<file path="config.mk">
export PLATFORM = sky130hd
export DESIGN_NAME = subpwm_dac
export DESIGN_NICKNAME = d
export VERILOG_FILES = /design/src/rtl/subpwm_pkg.sv /design/src/rtl/subpwm_timer.sv /design/src/rtl/subpwm_accum.sv /design/src/rtl/subpwm_shaper.sv /design/src/rtl/subpwm_dac.sv
export SDC_FILE = /design/constraint.sdc
export NUM_CORES = 1
export LEC_CHECK = 0
export BUFFER_PORTS_ARGS = -buffer_cell sky130_fd_sc_hd__buf_2
export CAP_MARGIN = 25
export CORE_AREA = 2 2 44 46
export CTS_CLUSTER_SIZE = 12
export DETAILED_ROUTE_END_ITERATION = 16
export DIE_AREA = 0 0 46 48
export GPL_TIMING_DRIVEN = 1
export PLACE_DENSITY = 0.88
export SLEW_MARGIN = 10
export SYNTH_ARGS = -nofsm -noshare
export SYNTH_HDL_FRONTEND = slang
export SYNTH_SLANG_ARGS = --single-unit
</file>
<file path="constraint.sdc">
create_clock -name clk_i -period 5.6 [get_ports clk_i]
set_input_delay 0.28 -clock clk_i [delete_from_list [all_inputs] [get_ports clk_i]]
set_output_delay 0.28 -clock clk_i [all_outputs]
set_load 0.01 [all_outputs]
</file>
<file path="src/rtl/subpwm_pkg.sv">
package subpwm_pkg;

    // Default geometry: 18-clock sub-cycles, 16 sub-cycles per full cycle.
    localparam int SUB_LEN_DEF  = 18;
    localparam int SUB_LOG2_DEF = 4;
    localparam int DEMAND_W_DEF = 10;

    // Output phase within a sub-cycle.
    typedef enum logic {
        PH_LOW  = 1'b0,
        PH_HIGH = 1'b1
    } pulse_phase_e;

    // Largest legal demand for a given geometry.
    function automatic int demand_max(input int sub_len, input int sub_log2);
        return (sub_len - 2) * (1 << sub_log2);
    endfunction

endpackage

</file>
<file path="src/rtl/subpwm_timer.sv">
module subpwm_timer #(
    parameter int SUB_LEN = subpwm_pkg::SUB_LEN_DEF,
    localparam int POS_W  = $clog2(SUB_LEN)
) (
    input  logic             clk_i,
    input  logic             rst_i,
    output logic [POS_W-1:0] pos_o,
    output logic             sub_start_o,
    output logic             boundary_o
);
    localparam logic [POS_W-1:0] LAST_POS = POS_W'(SUB_LEN - 1);

    logic [POS_W-1:0] pos_q;

    always_ff @(posedge clk_i) begin
        if (rst_i)
            pos_q <= '0;
        else if (pos_q == LAST_POS)
            pos_q <= '0;
        else
            pos_q <= pos_q + POS_W'(1);
    end

    assign pos_o       = pos_q;
    assign sub_start_o = (pos_q == '0);
    assign boundary_o  = (pos_q == LAST_POS);

    // the position returns to zero after the last clock of a sub-cycle
    a_r1_wrap: assert property (@(posedge clk_i) disable iff (rst_i)
        boundary_o |=> (pos_q == '0));
    // the position advances by one elsewhere and never leaves the range
    a_r1_step: assert property (@(posedge clk_i) disable iff (rst_i)
        !boundary_o |=> (pos_q == $past(pos_q) + POS_W'(1)) && (pos_q <= LAST_POS));

endmodule

</file>
<file path="src/rtl/subpwm_accum.sv">
module subpwm_accum #(
    parameter int SUB_LEN  = subpwm_pkg::SUB_LEN_DEF,
    parameter int SUB_LOG2 = subpwm_pkg::SUB_LOG2_DEF,
    parameter int DEMAND_W = subpwm_pkg::DEMAND_W_DEF,
    localparam int WID_W   = $clog2(SUB_LEN)
) (
    input  logic                clk_i,
    input  logic                rst_i,
    input  logic                boundary_i,
    input  logic [DEMAND_W-1:0] demand_i,
    output logic [WID_W-1:0]    width_o
);
    localparam int SUM_W = DEMAND_W + 1;
    localparam int X_W   = SUM_W - SUB_LOG2;
    localparam logic [DEMAND_W-1:0] VMAX = DEMAND_W'(subpwm_pkg::demand_max(SUB_LEN, SUB_LOG2));

    logic [SUB_LOG2-1:0] resid_q;
    logic [WID_W-1:0]    width_q;
    logic [DEMAND_W-1:0] v_sat;
    logic [SUM_W-1:0]    sum;
    logic [X_W-1:0]      whole;
    logic [WID_W-1:0]    width_d;

    always_comb begin
        v_sat   = (demand_i > VMAX) ? VMAX : demand_i;
        sum     = SUM_W'(resid_q) + SUM_W'(v_sat);
        whole   = sum[SUM_W-1:SUB_LOG2];
        width_d = WID_W'(whole) + WID_W'(1);
    end

    always_ff @(posedge clk_i) begin
        if (rst_i) begin
            resid_q <= '0;
            width_q <= WID_W'(1);
        end else if (boundary_i) begin
            resid_q <= sum[SUB_LOG2-1:0];
            width_q <= width_d;
        end
    end

    assign width_o = width_q;

    // width stays in range 1..SUB_LEN-1
    a_r3_width_range: assert property (@(posedge clk_i) disable iff (rst_i)
        (width_q >= WID_W'(1)) && (width_q <= WID_W'(SUB_LEN - 1)));
    // width changes only after a boundary clock
    a_r7_hold: assert property (@(posedge clk_i) disable iff (rst_i)
        !boundary_i |=> $stable(width_q));
    // an over-range demand on a boundary gives the widest pulse
    a_r6_saturate: assert property (@(posedge clk_i) disable iff (rst_i)
        (boundary_i && (demand_i > VMAX)) |=> (width_q == WID_W'(SUB_LEN - 1)));

endmodule

</file>
<file path="src/rtl/subpwm_shaper.sv">
module subpwm_shaper #(
    parameter int SUB_LEN = subpwm_pkg::SUB_LEN_DEF,
    localparam int POS_W  = $clog2(SUB_LEN)
) (
    input  logic [POS_W-1:0] pos_i,
    input  logic [POS_W-1:0] width_i,
    output logic             pwm_o
);
    import subpwm_pkg::*;

    pulse_phase_e phase;

    always_comb begin
        phase = (pos_i < width_i) ? PH_HIGH : PH_LOW;
        pwm_o = (phase == PH_HIGH);
    end

endmodule

</file>
<file path="src/rtl/subpwm_dac.sv">
module subpwm_dac #(
    parameter int SUB_LEN  = subpwm_pkg::SUB_LEN_DEF,
    parameter int SUB_LOG2 = subpwm_pkg::SUB_LOG2_DEF,
    parameter int DEMAND_W = subpwm_pkg::DEMAND_W_DEF
) (
    input  logic                clk_i,
    input  logic                rst_i,
    input  logic [DEMAND_W-1:0] demand_i,
    output logic                pwm_o,
    output logic                sub_start_o
);
    localparam int POS_W = $clog2(SUB_LEN);

    logic [POS_W-1:0] pos;
    logic [POS_W-1:0] width;
    logic             boundary;
    logic             start;

    subpwm_timer #(.SUB_LEN(SUB_LEN)) timer_i (
        .clk_i       (clk_i),
        .rst_i       (rst_i),
        .pos_o       (pos),
        .sub_start_o (start),
        .boundary_o  (boundary)
    );

    subpwm_accum #(
        .SUB_LEN  (SUB_LEN),
        .SUB_LOG2 (SUB_LOG2),
        .DEMAND_W (DEMAND_W)
    ) accum_i (
        .clk_i      (clk_i),
        .rst_i      (rst_i),
        .boundary_i (boundary),
        .demand_i   (demand_i),
        .width_o    (width)
    );

    subpwm_shaper #(.SUB_LEN(SUB_LEN)) shaper_i (
        .pos_i   (pos),
        .width_i (width),
        .pwm_o   (pwm_o)
    );

    assign sub_start_o = start;

    // every sub-cycle opens high
    a_r2_high_at_start: assert property (@(posedge clk_i) disable iff (rst_i)
        start |-> pwm_o);
    // every sub-cycle closes low
    a_r2_low_at_end: assert property (@(posedge clk_i) disable iff (rst_i)
        boundary |-> !pwm_o);
    // no rising edge except at the first position
    a_r2_single_rise: assert property (@(posedge clk_i) disable iff (rst_i)
        !start |-> !$rose(pwm_o));

endmodule

</file>
# Yosys cells after proc, flatten, opt, wreduce, memory -nomap -nowiden
# Index checks and enable logic that the tools add are counted.
# classes
div_mod_pow	0
bitwise	0
multipliers	0
n_eq_ne	1
addsub	3
n_shift	0
reduce_logical	2
mux	2
n_lt_le_gt_ge	2
# ops
cell	count
$add 5x1->5 const B	2
$gt 10x9->1 const B	1
$add 4x9->9	1
$mux 9	1
$eq 5x5->1 const B	1
$logic_not 5->1	1
$lt 5x5->1	1
$reduce_or 2->1	1
$mux 1	1
# totals
reg_bits	14
elab_cells	13
latch_bits	0
mem_bits_ro	0
in_bits	12
mem_count	0
ram_bits	0

# Depth between registers and ports, before layout
# logic_depth
depth_word	4
ltp_mapped	14
mapped_depth_nobuf	14

# Cells and area by module
# Synthesis repeated with hierarchy kept, for this count alone.
# hier_totals
hier_cells	125
area_unflattened_um2	1106.1
# modules_own_cells
module	area_each_um2	cells_per_inst	n_inst
subpwm_accum	735.7	83	1
subpwm_timer	260.2	27	1
subpwm_shaper	110.1	15	1

# Worst setup path before layout
# No wires, ideal clock.
# synth_path
kind	input to register
start	input demand_i[3]
end	register accum_i.width_q[1] (netlist: accum_i.width_o[1])
path_stages	14
n_path_buf	0
path_slack_ns	2.911
t_arrival_ns	2.564
required_time_ns	5.475
cell_sequence	nor4_1 > a21boi_0 > nor2_1 > and2_1 > ha_1 > inv_1 > fa_1 > nor2b_4 > o21ai_0 > nand2b_1 > xor2_1 > ha_1 > mux2i_1 > nor2_1
# synth_between
elab_chain_cells	4
# synth_rtl
element	line	rtl
start, declared	subpwm_dac.sv:8	input logic [DEMAND_W-1:0] demand_i,
$gt 10x9->1	subpwm_accum.sv:25	v_sat = (demand_i > VMAX) ? VMAX : demand_i;
$mux 9 *	subpwm_accum.sv:25	
$add 4x9->9 *	subpwm_accum.sv:26	sum = SUM_W'(resid_q) + SUM_W'(v_sat);
$add 5x1->5 *	subpwm_accum.sv:28	width_d = WID_W'(whole) + WID_W'(1);
via accum_i.width_d[1]	subpwm_accum.sv:22	logic [WID_W-1:0] width_d;
end signal, assigned	subpwm_accum.sv:37	width_q <= width_d;
end, declared	subpwm_accum.sv:18	logic [WID_W-1:0] width_q;
# The timed path passes the listed nets; every way through them passes the cells marked *.
# A chain may end at the register's enable or synchronous reset.

# Worst setup path after layout
# layout_path
start	input demand_i[7]
end	register accum_i.width_q[1] (netlist: accum_i.width_o[1])
# layout_between
elab_chain_cells	4
# layout_rtl
element	line
$gt 10x9->1	subpwm_accum.sv:25
$mux 9	subpwm_accum.sv:25
$add 4x9->9	subpwm_accum.sv:26
$add 5x1->5	subpwm_accum.sv:28
via accum_i.width_d[1]	subpwm_accum.sv:22
# The timed path passes the listed nets, and every way through them passes these cells.

==> impl_metrics.yaml <==
outcome:
  status: "finished clean"
worst_setup_path:
  critPathLaunchType: "input pin"
  crit_start: "demand_i[7]"
  critPathBufInv: 2
  endpoint_kind: "flip-flop"
  critPathKind: "in2reg"
  crit_family: "simple AND/OR/NAND/NOR gates"
  cp_slowest_stage_delay_ps: 410
  cp_cell_sequence: "buf_2, nor4_1, a21boi_0, nor2_1, and2_1, ha_1, inv_1, fa_1, nor2b_4, o21ai_0, nand2b_1, xor2_1, ha_1, mux2i_1, nor2_1"
  reg2reg_from: "accum_i.resid_q[0]"
  crit_arrival_ps: 3120
  crit_fanout: 5
  required_ps: 5780
  crit_slowest_cell: "fa_1"
placement:
  portBuffers: 13
  routabilityCongestion: 0.8495
  hpwl_mm: 1.565
  place_area_mm2: 0.001076
  dpl_worst_slack_ps: 2398
  placed_cells: 147
sta:
  finalHoldViolations: 0
  grt_setup_unrepaired: "no"
  finalCritPeriodShare_pct: 52.52
  maxSlewViolCount: 0
  slew_headroom_pct: 68.45
  finalSetupViolCount: 0
  post-route-worst-setup-slack_ps: 2659
  tightestPinTransition_ps: 471.9
  fmax_mhz: 340.0
  fin_skew_ps: 6.186
  setup-tns-final_ps: 0
  period_minus_slack_ps: 2941
clock_network:
  clk_pin_slew_worst_paths_ps: 80
  htree_levels: 1
  worstSkewPairLatency_ps: 280
  cts-resized-gates: 0
  post_cts_buffers: 0
  cts_buffers: 3
  clock-root-buffer: "clkbuf_4"
  clk_path_buf_depth: 2
  cts_tree: "built"
  holdBufCountCts: 0
  clkSinkCount: 14
synth:
  synth_edf_count: 0
  synth_cell_types: 35
  yosys-top-cells-count: "nor2_1 (17), dfxtp_1 (14), ha_1 (12), inv_1 (12)"
  synth_area_leaders: "dfxtp_1 (28%), ha_1 (15%), nor2_1 (6.4%)"
  synth_top_area_cell: "dfxtp_1"
  synthCells: 119
  netlist_area_um2: 997.2
  ys_async_sr_fraction_pct: 0
  syn-num-nets: 144
  yosysSeqAreaShare_pct: 28.11
  synth_top_area_share_pct: 28.11
  ys_ff_latch: 14
  post-synth-top-count-cell: "nor2_1"
  ys.flop_type: "dfxtp_1"
  yosys_warnings: 0
  syn_avg_cell_area_um2: 8.380
finish:
  fin_area_mm2: 0.001099
  drive_gt1_share_pct: 14.29
  final_core_util_pct: 65.04
  area_growth_pct: 10.16
  fin_cells: 150
  final_nets: 160
  num_antenna_cells: 0
route:
  viasPerCell: 5.627
  firstDrtPassIters: 4
  ant_nets: 0
  drcViolationCount: 0
  initialDrtViolationCount: 18
  drt-total-wl_mm: 1.905
  num_vias: 844
  wire_per_inst_um: 12.70
die:
  core-area_mm2: 0.001689
  ios: 14
  die_x_um: 46
  die_area_mm2: 0.002208
  die_y_um: 48
  initial_core_util_pct: 59.04
  row_count: 15
global_route:
  grt_antenna_before_repair: 0
  grt_pass1_vias: 772
  grt.overflow.total: 0
  grt_pass1_wl_mm: 3.201
  grt_max_degree: 13
  grt_util_all_layers_pct: 20.25
worst_hold_path:
  hp-class: "in2reg"
  worstHoldStart: "rst_i"
pwr:
  p_per_area_mw_per_mm2: 173.7
  leakagePower_nw: 0.4830
  vdd_ir_drop_max_uv: 191.5
job:
  drv_cap: 0
-- metal layers --
metal  vias to the layer above  track usage (%)  share of wire (%)
met3                         4            6.038                3.7
met1                       380            24.32                 46
met5                         -                0                  0
li1                        444                -                  -
met2                        16            35.00                 49
met4                         0            5.714                1.5
-- metrics by stage --
step           hold slack [ps]  power (mW)
2_1_floorplan            430.2      0.1263
3_3_place_gp             440.0      0.1370
3_5_place_dp             445.4      0.1385
4_1_cts                  269.3      0.1929
5_1_grt                  275.7      0.2023
6_report                 270.0      0.1909
-- report_power, final --
| group | switching [mW] | total [mW] | internal [mW] |
|---|---|---|---|
| clock network | 0.0295 | 0.0544 | 0.0250 |
| logic | 0.0171 | 0.0326 | 0.0154 |
| registers | 0.00253 | 0.104 | 0.101 |
| total | 0.0491 | 0.191 | 0.142 |
-- worst paths after layout --
path	cells past startpoint	end	slack (ps)
min	2	accum_i.width_o[1]	270
max	15	accum_i.width_o[1]	2660
min reg2reg	1	accum_i.width_o[0]	460
max reg2reg	10	accum_i.width_o[1]	3370
-- cell type report --
class / count / area, um^2
tap: 17 / 21.27
fill: 153 / 590.6
timing repair buffer: 13 / 65.06
sequential: 14 / 280.3
multi-input combinational: 91 / 664.4
inverter: 12 / 45.04
clock buffer: 3 / 22.52
-- kinds of logic (layout without fill, tap and decap cells) --
kind of cell	Yosys count	in the layout	share of synthesized area (%)
and+or+nand+nor	42	42	22.21
AOI/OAI and AO/OA	25	25	17.44
DFF	14	14	28.11
muxes	2	2	2.008
buffers and inverters	14	28	5.270
adders and majority gates	13	13	17.06
xor gates and xnor gates	9	9	7.905
-- registers in the layout (all words and copies together) (netlist names) --
name,count
timer_i.pos_o,5
accum_i.width_o,5
accum_i.resid_q,4
-- cells in the final DEF, fill, tap and decap left out, types with 4 or more instances in the layout --
cell type / instances
buf_2: 13
xor2_1: 6
nor3_1: 4
a21oi_1: 6
nand3_1: 4
o21ai_0: 4
inv_1: 12
dfxtp_1: 14
nor2_1: 17
ha_1: 12
and2_1: 4
(Power assumes the default switching activity.)
